==> src/rtl/fps_pkg.sv <==
package fps_pkg;

    localparam int unsigned INSN_BYTES = 4;

    // Cause of an incoming squash on one lane
    typedef enum logic [1:0] {
        SQK_FAULT = 2'd0,
        SQK_CTRL  = 2'd1,
        SQK_SEQ   = 2'd2,
        SQK_SEQ2  = 2'd3
    } sq_kind_e;

    function automatic logic kind_unblocks(input logic [1:0] k);
        return sq_kind_e'(k) != SQK_FAULT;
    endfunction

endpackage

==> src/rtl/fps_squash_pick.sv <==
module fps_squash_pick #(
    parameter int LANES   = 2,
    parameter int THREADS = 4,
    parameter int TID_W   = 2,
    parameter int SEQ_W   = 16,
    parameter int LANE_W  = 1
) (
    input  logic [LANES-1:0]              sq_vld,
    input  logic [LANES-1:0][TID_W-1:0]   sq_tid,
    input  logic [LANES-1:0][SEQ_W-1:0]   sq_seq,
    output logic [THREADS-1:0]            win_hit,
    output logic [THREADS-1:0][LANE_W-1:0] win_lane
);
    logic [THREADS-1:0][SEQ_W-1:0] best_seq;

    // Lanes are scanned in order; a later lane only replaces the winner of
    // its thread when strictly older (lower sequence number).
    always_comb begin
        win_hit  = '0;
        win_lane = '0;
        best_seq = '0;
        for (int l = 0; l < LANES; l++) begin
            if (sq_vld[l]) begin
                if (!win_hit[sq_tid[l]] || (sq_seq[l] < best_seq[sq_tid[l]])) begin
                    win_hit[sq_tid[l]]  = 1'b1;
                    best_seq[sq_tid[l]] = sq_seq[l];
                    win_lane[sq_tid[l]] = LANE_W'(l);
                end
            end
        end
    end
endmodule

==> src/rtl/fps_thread_state.sv <==
module fps_thread_state
    import fps_pkg::*;
#(
    parameter int PC_W  = 32,
    parameter int SEQ_W = 16,
    parameter int STG_W = 3
) (
    input  logic             clk,
    input  logic             rst,
    input  logic             fetch_hit,
    input  logic             blk_hit,
    input  logic [STG_W-1:0] blk_stage,
    input  logic             sq_hit,
    input  logic [1:0]       sq_kind,
    input  logic [PC_W-1:0]  sq_target,
    input  logic [PC_W-1:0]  sq_pc,
    input  logic             trap_hit,
    input  logic [PC_W-1:0]  trap_pc,
    input  logic             act_hit,
    input  logic [PC_W-1:0]  act_pc,
    input  logic             deact_hit,
    output logic [PC_W-1:0]  pc_q,
    output logic             valid_q,
    output logic [SEQ_W-1:0] seq_q,
    output logic [STG_W-1:0] bstage_q
);
    typedef struct packed {
        logic [PC_W-1:0]  pc;
        logic             valid;
        logic [SEQ_W-1:0] seq;
        logic [STG_W-1:0] bstage;
    } ctx_t;

    ctx_t cur, nxt;

    always_comb begin
        nxt = cur;
        if (fetch_hit) begin
            nxt.pc  = cur.pc + PC_W'(INSN_BYTES);
            nxt.seq = cur.seq + SEQ_W'(1);
        end
        if (blk_hit) begin
            nxt.valid  = 1'b0;
            nxt.bstage = blk_stage;
        end
        if (sq_hit) begin
            unique case (sq_kind_e'(sq_kind))
                SQK_FAULT: nxt.valid = 1'b0;
                SQK_CTRL: begin
                    nxt.pc    = sq_target;
                    nxt.valid = 1'b1;
                end
                default: begin
                    nxt.pc    = sq_pc + PC_W'(INSN_BYTES);
                    nxt.valid = 1'b1;
                end
            endcase
        end
        if (trap_hit) begin
            nxt.pc    = trap_pc;
            nxt.valid = 1'b1;
        end
        if (act_hit) begin
            nxt.pc    = act_pc;
            nxt.valid = 1'b1;
        end
        if (deact_hit) begin
            nxt.valid  = 1'b0;
            nxt.bstage = '0;
        end
    end

    always_ff @(posedge clk) begin
        if (rst) cur <= '0;
        else     cur <= nxt;
    end

    assign pc_q     = cur.pc;
    assign valid_q  = cur.valid;
    assign seq_q    = cur.seq;
    assign bstage_q = cur.bstage;


    pc_step_chk: assert property (@(posedge clk) disable iff (rst)
        (fetch_hit && !sq_hit && !trap_hit && !act_hit && !deact_hit)
        |=> (pc_q == $past(pc_q) + PC_W'(INSN_BYTES)) && (seq_q == $past(seq_q) + SEQ_W'(1)));


    ret_block_chk: assert property (@(posedge clk) disable iff (rst)
        (blk_hit && !sq_hit && !trap_hit && !act_hit && !deact_hit)
        |=> !valid_q && (bstage_q == $past(blk_stage)));


    trap_load_chk: assert property (@(posedge clk) disable iff (rst)
        (trap_hit && !act_hit && !deact_hit) |=> valid_q && (pc_q == $past(trap_pc)));


    deact_clear_chk: assert property (@(posedge clk) disable iff (rst)
        deact_hit |=> !valid_q && (bstage_q == '0));
endmodule

==> src/rtl/fetch_pc_seq.sv <==
module fetch_pc_seq
    import fps_pkg::*;
#(
    parameter int THREADS = 4,
    parameter int STAGES  = 5,
    parameter int LANES   = 2,
    parameter int PC_W    = 32,
    parameter int SEQ_W   = 16,
    localparam int TID_W  = (THREADS > 1) ? $clog2(THREADS) : 1,
    localparam int STG_W  = (STAGES > 1) ? $clog2(STAGES) : 1,
    localparam int NBIT   = STAGES * THREADS
) (
    input  logic                          clk,
    input  logic                          rst,
    input  logic                          fetch_req,
    input  logic [TID_W-1:0]              fetch_tid,
    output logic                          fetch_vld,
    output logic                          fetch_stall,
    output logic [PC_W-1:0]               fetch_pc,
    output logic [SEQ_W-1:0]              fetch_seq,
    input  logic                          br_vld,
    input  logic [TID_W-1:0]              br_tid,
    input  logic [STG_W-1:0]              br_stage,
    input  logic [SEQ_W-1:0]              br_seq,
    input  logic                          br_ctrl,
    input  logic                          br_ret,
    input  logic                          br_taken,
    output logic [NBIT-1:0]               blk_out,
    output logic                          sqo_vld,
    output logic [TID_W-1:0]              sqo_tid,
    output logic [STG_W-1:0]              sqo_stage,
    output logic [SEQ_W-1:0]              sqo_seq,
    input  logic [LANES-1:0]              sq_vld,
    input  logic [LANES-1:0][TID_W-1:0]   sq_tid,
    input  logic [LANES-1:0][SEQ_W-1:0]   sq_seq,
    input  logic [LANES-1:0][1:0]         sq_kind,
    input  logic [LANES-1:0][PC_W-1:0]    sq_target,
    input  logic [LANES-1:0][PC_W-1:0]    sq_pc,
    output logic [NBIT-1:0]               unblk_out,
    input  logic                          trap_vld,
    input  logic [TID_W-1:0]              trap_tid,
    input  logic [PC_W-1:0]               trap_pc,
    input  logic                          act_vld,
    input  logic [TID_W-1:0]              act_tid,
    input  logic [PC_W-1:0]               act_pc,
    input  logic                          deact_vld,
    input  logic [TID_W-1:0]              deact_tid
);
    localparam int LANE_W = (LANES > 1) ? $clog2(LANES) : 1;

    logic [THREADS-1:0]              win_hit;
    logic [THREADS-1:0][LANE_W-1:0]  win_lane;
    logic [THREADS-1:0]              fetch_hit;
    logic [THREADS-1:0]              t_valid;
    logic [THREADS-1:0][PC_W-1:0]    t_pc;
    logic [THREADS-1:0][SEQ_W-1:0]   t_seq;
    logic [THREADS-1:0][STG_W-1:0]   t_bstage;
    logic [THREADS-1:0][1:0]         w_kind;

    logic ret_block;
    assign ret_block = br_vld && br_ctrl && br_ret && !br_taken;

    fps_squash_pick #(
        .LANES(LANES), .THREADS(THREADS), .TID_W(TID_W),
        .SEQ_W(SEQ_W), .LANE_W(LANE_W)
    ) u_pick (
        .sq_vld  (sq_vld),
        .sq_tid  (sq_tid),
        .sq_seq  (sq_seq),
        .win_hit (win_hit),
        .win_lane(win_lane)
    );

    for (genvar t = 0; t < THREADS; t++) begin : g_thr
        assign fetch_hit[t] = fetch_req && (fetch_tid == TID_W'(t)) && t_valid[t] && !win_hit[t];
        assign w_kind[t]    = sq_kind[win_lane[t]];

        fps_thread_state #(.PC_W(PC_W), .SEQ_W(SEQ_W), .STG_W(STG_W)) u_ctx (
            .clk      (clk),
            .rst      (rst),
            .fetch_hit(fetch_hit[t]),
            .blk_hit  (ret_block && (br_tid == TID_W'(t))),
            .blk_stage(br_stage),
            .sq_hit   (win_hit[t]),
            .sq_kind  (w_kind[t]),
            .sq_target(sq_target[win_lane[t]]),
            .sq_pc    (sq_pc[win_lane[t]]),
            .trap_hit (trap_vld && (trap_tid == TID_W'(t))),
            .trap_pc  (trap_pc),
            .act_hit  (act_vld && (act_tid == TID_W'(t))),
            .act_pc   (act_pc),
            .deact_hit(deact_vld && (deact_tid == TID_W'(t))),
            .pc_q     (t_pc[t]),
            .valid_q  (t_valid[t]),
            .seq_q    (t_seq[t]),
            .bstage_q (t_bstage[t])
        );

        for (genvar s = 0; s < STAGES; s++) begin : g_stg
            assign blk_out[s*THREADS+t]   = ret_block && (br_tid == TID_W'(t))
                                            && (br_stage == STG_W'(s));
            assign unblk_out[s*THREADS+t] = win_hit[t] && kind_unblocks(w_kind[t])
                                            && (t_bstage[t] == STG_W'(s));
        end
    end

    assign fetch_vld   = |fetch_hit;
    assign fetch_stall = fetch_req && !fetch_vld;
    assign fetch_pc    = fetch_vld ? t_pc[fetch_tid]  : '0;
    assign fetch_seq   = fetch_vld ? t_seq[fetch_tid] : '0;

    assign sqo_vld   = br_vld && br_ctrl && br_taken;
    assign sqo_tid   = br_tid;
    assign sqo_stage = br_stage;
    assign sqo_seq   = br_seq;
endmodule

==> config.mk <==
export PLATFORM = sky130hd
export DESIGN_NAME = fetch_pc_seq
export DESIGN_NICKNAME = d
export VERILOG_FILES = /design/src/rtl/fps_pkg.sv /design/src/rtl/fps_squash_pick.sv /design/src/rtl/fps_thread_state.sv /design/src/rtl/fetch_pc_seq.sv
export SDC_FILE = /design/constraint.sdc
export NUM_CORES = 1
export LEC_CHECK = 0
export BUFFER_PORTS_ARGS = -buffer_cell sky130_fd_sc_hd__buf_2
export CAP_MARGIN = 20
export CORE_MARGIN = 2
export CORE_UTILIZATION = 40
export CTS_BUF_LIST = sky130_fd_sc_hd__clkbuf_4
export DETAILED_ROUTE_END_ITERATION = 8
export SETUP_SLACK_MARGIN = 0.4
export SLEW_MARGIN = 0
export SYNTH_ARGS = -nofsm -noshare
export SYNTH_HDL_FRONTEND = slang
export SYNTH_HIERARCHICAL = 1
export SYNTH_SLANG_ARGS = --single-unit
==> constraint.sdc <==
create_clock -name clk -period 16.3 [get_ports clk]
set_input_delay 1.63 -clock clk [delete_from_list [all_inputs] [get_ports clk]]
set_output_delay 1.63 -clock clk [all_outputs]
set_load 0.05 [all_outputs]
==> metrics.txt, run 1 <==
status=completed; Core Area=~54000 um^2; H-tree depth=2; multiplexer share of the synthesized area=0.198; DIE AREA=56200 um^2; Port-buffer cells=352; layout cells sized above 1=0.287; Reg clk slew, reported paths=roughly 0.070 ns; worst-margin pin slew=1.08 ns; Max Cap Violations=0; Final HPWL DP=79900 um; Worst setup endpoint=unblk_out[7]; Crit Path Max Fanout=31; Post-Syn Area=21700 um^2; GP Congestion=1.01; mean post-synth cell area=roughly 8 um^2; CTS max path bufs=3; register area share after synthesis=0.192; Levels on crit path=16; die width=237 um; slowest stage delay, CP=0.62 ns; Compound-Gate Fraction of Synth Area=0.182; Buf/Inv on CP=3; Synth-to-Final Area Change=13.2%; Critical Setup Path Class=in -> out; peak supply drop=about 43 uV; largest net degree at the start of global routing=116; Yosys cell types=82; Synth Instances=~2700; Leak Pwr=9.11 nW; Synth Flop Type=dfxtp_1; vias in the first global route=23100; Top delay family on crit path=simple AND/OR/NAND/NOR gates; FFs w/ async S/R, synth=0; crit start category=input port; Rel. slew slack=0.275; Worst Hold Margin=0.523 ns; Die Span Y=237 um; register area=4160 um^2; Slew Viols, Final=0; clk_skew=between 0.08 and 0.09 ns; XOR/XNOR Fraction of Synth Area=0.0928; Setup Viol. Count Final=0; clk sink count=208; Req. time, crit path=around 15 ns; Root Buffer=clkbuf_4; largest family of logic cells by synthesized area=simple AND/OR/NAND/NOR gates; crit end category=output pin; drt pass-1 iters=6; DRC=0; CP max stage cell=and3_1; final worst-path cycle share=0.479; ANT nets after route=0; HP Class=reg -> reg; initial core utilization=0.404; antenna violations before repair=7; final hold vios=0; via/cell ratio=between 6 and 7; first-pass GRT wire length=around 150000 um; FMAX=128 MHz; most used cell, CP=buf_2; Adder-Cell Fraction of Synth Area=0.0156; Worst Hold Depth=2; R2R Setup Slk=13.11 ns; gr usage total=0.362; number of synthesized register bits=between 200 and 250; Worst setup startpoint=sq_tid[1]; Starting DRT DRC Count=3143; Top Ports=385; CTS tree=built; Row Count=85; Simple-Gate Fraction of Synth Area=0.257; Critical Path AT=6.18 ns; final wirelength=106000 um; setup bufs post-CTS=0; RSZ-0062 raised after global routing=false; routed via count=24300; Setup Total Neg Slack=0 ns; Clk Latency, worst-skew pair=0.80 ns; GRT overflow=0; syn_nets=around 3000; P per Cell Area=65.1 nW/um^2; final design utilization=0.458; hold buffers post-CTS=0; reg2reg end=g_thr[3].u_ctx/pc_q[27]$_SDFF_PP0_; CTS resizes=0; Multi-input gate area=16300 um^2; NumNets Final=3228; critical path cell sequence=buf_2 -> xnor2_1 -> and3_1 -> nand2_1 -> ha_1 -> nand4_2 -> or2_1 -> a2111oi_2 -> o41a_1 -> nor2_4 -> buf_4 -> or3b_2 -> o311ai_0 -> or2_2 -> nor3b_1 -> buf_2; Reg-to-Reg Start=g_thr[3].u_ctx/valid_q$_SDFFE_PP0P_; fillers=~5400; yosys warns=6; WL/cell=28.8 um; fin crit period=just under 8 ns; R2R cell count=8; number of synthesized flops with an enable pin=0; TritonCTS Buffers=60
## cell type report
| class | count | share of cell area |
|---|---|---|
| multi-input combinational | 2156 | 0.662 |
| sequential | 208 | 0.169 |
| timing repair buffer | 395 | 0.0863 |
| tap | 696 | 0.0354 |
| clock buffer | 79 | 0.0241 |
| inverter | 107 | 0.0163 |
| clock inverter | 33 | 0.00631 |
| antenna | 4 | 0.000407 |
## kinds of logic (layout without fill, tap and decap cells)
family | after synthesis | in the layout
simple gates | 1040 | 1040
other cells | 0 | 4
xor+xnor | 230 | 230
buf+inv | 323 | 614
fa+ha+maj | 27 | 27
compound gates | 523 | 523
mux | 336 | 336
flops | 208 | 208
## synthesized netlist by cell type (27+ instances only)
| cell | instances | area, um^2 |
|---|---|---|
| xnor2_1 | 120 | 1050 |
| xor2_1 | 110 | 963 |
| dfxtp_1 | 208 | 4160 |
| mux2_2 | 267 | 3010 |
| inv_1 | 107 | 402 |
| ha_1 | 27 | 338 |
| a22o_1 | 43 | 377 |
| nor4_1 | 68 | 425 |
| nor3_1 | 106 | 531 |
| nor2b_1 | 87 | 544 |
| nor2_1 | 174 | 653 |
| o21ai_0 | 81 | 405 |
| a221oi_1 | 114 | 998 |
| a21oi_1 | 76 | 380 |
| buf_2 | 36 | 180 |
| nand4_1 | 83 | 519 |
| and4_1 | 39 | 342 |
| mux4_2 | 48 | 1080 |
| clkbuf_1 | 132 | 495 |
| and3_1 | 34 | 213 |
| a221o_1 | 36 | 360 |
| nand2_1 | 212 | 796 |
| nand3_1 | 107 | 536 |
## power by group
group	switching, W	internal [W]	total [W]
Combinational	0.000322	0.000201	0.000523
Clock	0.000260	0.000231	0.000491
Sequential	0.0000470	0.000539	0.000586
Total	0.000629	0.000971	0.00160
## cells in the final DEF (no fill, tap or decap), types with 39 or more instances in the layout
master,instances
xor2_1,110
buf_2,350
and4_1,39
nor2_1,164
nand3_1,107
a22o_1,43
nor4_1,68
buf_4,41
nand4_1,83
clkbuf_4,79
nor3_1,105
a221oi_1,114
mux4_2,48
mux2_2,267
a21oi_1,76
nand2_1,212
o21ai_0,77
dfxtp_1,208
nor2b_1,87
xnor2_1,120
inv_1,107
## tightest hold or removal path: stages (launching register included)
cell     delay [ns]
dfxtp_1        0.35
xor2_1         0.07
nor2_1         0.07
## metal layers
layer  track usage  vias up  wire length [um]
met4         0.138       10              4240
met5             0        -                70
met3         0.103      289             12700
met2         0.558     1662             45800
met1         0.477    11700             43100
li1              -    10700                 -
## registers in the layout, summed over array words and instances (netlist names)
| signal | cells |
|---|---|
| g_thr.u_ctx/bstage_q | 12 |
| g_thr.u_ctx/pc_q | 128 |
| g_thr.u_ctx/seq_q | 64 |
| g_thr.u_ctx/valid_q | 4 |
## stage by stage
stage	total power, W	setup slack [ns]	area, um^2	std cells
finish	0.00160	8.49	24600	3678
global route	0.00166	8.16	24600	3676
global placement	0.00109	8.63	23800	3559
detailed placement	0.00109	8.53	23800	3559
floorplan	0.000900	8.89	21700	2687
CTS	0.00158	8.52	24500	3671
## worst min path at each step
stage,start,end,slack (ns)
finish,g_thr[2].u_ctx/seq_q[15]$_SDFFE_PP0P_,g_thr[2].u_ctx/seq_q[15]$_SDFFE_PP0P_,0.52
global route,g_thr[1].u_ctx/seq_q[15]$_SDFFE_PP0P_,g_thr[1].u_ctx/seq_q[15]$_SDFFE_PP0P_,0.55
CTS,g_thr[3].u_ctx/seq_q[10]$_SDFFE_PP0P_,g_thr[3].u_ctx/seq_q[10]$_SDFFE_PP0P_,0.52
detailed placement,g_thr[2].u_ctx/seq_q[15]$_SDFFE_PP0P_,g_thr[2].u_ctx/seq_q[15]$_SDFFE_PP0P_,0.50
global placement,g_thr[1].u_ctx/seq_q[15]$_SDFFE_PP0P_,g_thr[1].u_ctx/seq_q[15]$_SDFFE_PP0P_,0.49
floorplan,g_thr[3].u_ctx/seq_q[10]$_SDFFE_PP0P_,g_thr[3].u_ctx/seq_q[10]$_SDFFE_PP0P_,0.47
Power figures use the tool's default switching activity.
==> run 2: changes to the inputs <==
==> constraint.sdc (replaced) <==
create_clock -name clk -period 7 [get_ports clk]
set_input_delay 0.7 -clock clk [delete_from_list [all_inputs] [get_ports clk]]
set_output_delay 0.7 -clock clk [all_outputs]
set_load 0.05 [all_outputs]
==> metrics.txt, run 2 (synthesis gave the netlist of run 1 again) <==
CP max stage cell=nor2_4; Port-buffer cells=352; Root Buffer=clkbuf_4; Critical Path AT=5.50 ns; slowest stage delay, CP=approximately 0.68 ns; DIE AREA=around 56000 um^2; RSZ-0062 raised after global routing=false; antenna violations before repair=6; Row Count=85; initial core utilization=0.404; crit end category=output pin; largest net degree at the start of global routing=109; worst-margin pin slew=1.07 ns; R2R cell count=7; final worst-path cycle share=0.885; die width=237 um; P per Cell Area=153 nW/um^2; Critical Setup Path Class=in -> out; clk sink count=roughly 210; first-pass GRT wire length=156000 um; Clk Latency, worst-skew pair=0.85 ns; Power, Total=0.00379 W; GRT overflow=0; Layout Cells excl Fill=around 3700; crit start category=input port; Max Cap Violations=0; vias in the first global route=23100; Leak Pwr=between 9 and 10 nW; Buf/Inv on CP=4; Worst setup startpoint=sq_tid[1]; CTS max path bufs=3; peak supply drop=98.8 uV; # placed instances=about 3600; ANT nets after route=0; NumNets Final=3264; Top Ports=385; R2R Setup Slk=3.54 ns; Die Span Y=about 240 um; layout cells sized above 1=0.298; Reg clk slew, reported paths=0.07 ns; routed via count=24800; Final HPWL DP=around 85000 um; CTS resizes=0; clk_skew=just under 0.04 ns; WL/cell=29.6 um; Req. time, crit path=roughly 6.3 ns; H-tree depth=2; Crit Path Max Fanout=19; HP Class=in -> reg; critical path cell sequence=buf_2 -> xnor2_1 -> and3_1 -> buf_4 -> nand2_1 -> ha_1 -> a21oi_1 -> nor2_1 -> a311o_1 -> o41a_1 -> nor2_4 -> buf_4 -> o311ai_0 -> or2_2 -> nor3b_1 -> buf_2; Setup Total Neg Slack=0 ns; Largest register FFs=128; fin crit period=6.20 ns; GP Congestion=1.07; final hold vios=0; most common cell after layout, fill and taps aside=buf_2; FMAX=161 MHz; Rel. slew slack=0.281; Worst setup endpoint=unblk_out[10]; gr usage total=0.374; Core Area=~54000 um^2; Reg-to-Reg Start=g_thr[0].u_ctx/valid_q$_SDFFE_PP0P_; Slew Viols, Final=0; Starting DRT DRC Count=3284; drt pass-1 iters=8; DRC=0; setup bufs post-CTS=0; status=completed; reg2reg end=g_thr[0].u_ctx/pc_q[21]$_SDFF_PP0_; most frequent cells in the layout=buf_2, mux2_2, nand2_1; hold buffers post-CTS=0; Levels on crit path=16; Top delay family on crit path=simple AND/OR/NAND/NOR gates; Synth-to-Final Area Change=14.2%; Setup Viol. Count Final=0; TritonCTS Buffers=61; final wirelength=110000 um; CTS tree=built; via/cell ratio=6.69
run 2: cell types whose count changed in the layout (fill, tap and decap cells not counted):
cell      before  now
diode_2        4    9
nor2_1       164  165
inv_8          0    1
clkinv_8       1    0
clkinv_1      23    6
clkinv_2       7    2
clkbuf_4      79   89
buf_16         1    0
nor2_4         9    6
buf_6          3    1
buf_4         41   79
nor2_2         1    3
run 2: area by class of cell:
class                      count  area [um^2]
antenna                        9         22.5
clock buffer                  89          668
clock inverter                11         61.3
fill                        5429        28900
inverter                     107          402
multi-input combinational   2156        16200
sequential                   208         4160
tap                          696          871
timing repair buffer         430         2360
run 2: worst min path at each step:
| stage | endpoint | start | slack, ns | depth (start not counted) |
|---|---|---|---|---|
| 4_1_cts | g_thr[1].u_ctx/pc_q[2]$_SDFF_PP0_ | act_pc[2] | 0.09 | 3 |
| 2_1_floorplan | g_thr[3].u_ctx/seq_q[10]$_SDFFE_PP0P_ | g_thr[3].u_ctx/seq_q[10]$_SDFFE_PP0P_ | 0.47 | 2 |
| 5_1_grt | g_thr[1].u_ctx/pc_q[0]$_SDFFE_PP0P_ | act_pc[0] | 0.12 | 3 |
| 3_5_place_dp | g_thr[1].u_ctx/seq_q[15]$_SDFFE_PP0P_ | g_thr[1].u_ctx/seq_q[15]$_SDFFE_PP0P_ | 0.50 | 2 |
| 3_3_place_gp | g_thr[1].u_ctx/seq_q[9]$_SDFFE_PP0P_ | g_thr[1].u_ctx/seq_q[9]$_SDFFE_PP0P_ | 0.49 | 2 |
| 6_report | g_thr[1].u_ctx/pc_q[2]$_SDFF_PP0_ | act_pc[2] | 0.16 | 3 |
run 2: worst register-to-register path, stage by stage, from the launching register on:
cell      delay [ns]
dfxtp_1         0.34
nor4b_4         0.76
and4_1          0.86
nand4_1         0.42
nor3_1          0.29
xor2_1          0.30
a221oi_1        0.15
nor3_1          0.27
run 2: routing by layer:
layer	share of wire	vias up	track usage
li1	-	10700	-
met1	0.40	11900	0.486
met2	0.42	1886	0.560
met3	0.13	317	0.123
met4	0.051	0	0.171
met5	0	-	0
run 2: power breakdown:
group	internal (W)	switching (W)	leakage, nW
registers	0.00126	0.000119	1.70
logic	0.000480	0.000764	7.13
clock network	0.000578	0.000594	0.441
total	0.00231	0.00148	9.27
run 2: stage by stage:
step	hold slack (ns)	cell area (um^2)	utilization	worst slack, ns
after detailed placement	0.499	24000	0.448	0.427
after global routing	0.125	24800	0.461	0.629
final	0.158	24800	0.462	0.802
after floorplan	0.468	21700	-	1.45
after CTS	0.0867	24800	0.461	0.887
after global placement	0.492	24000	0.448	0.448
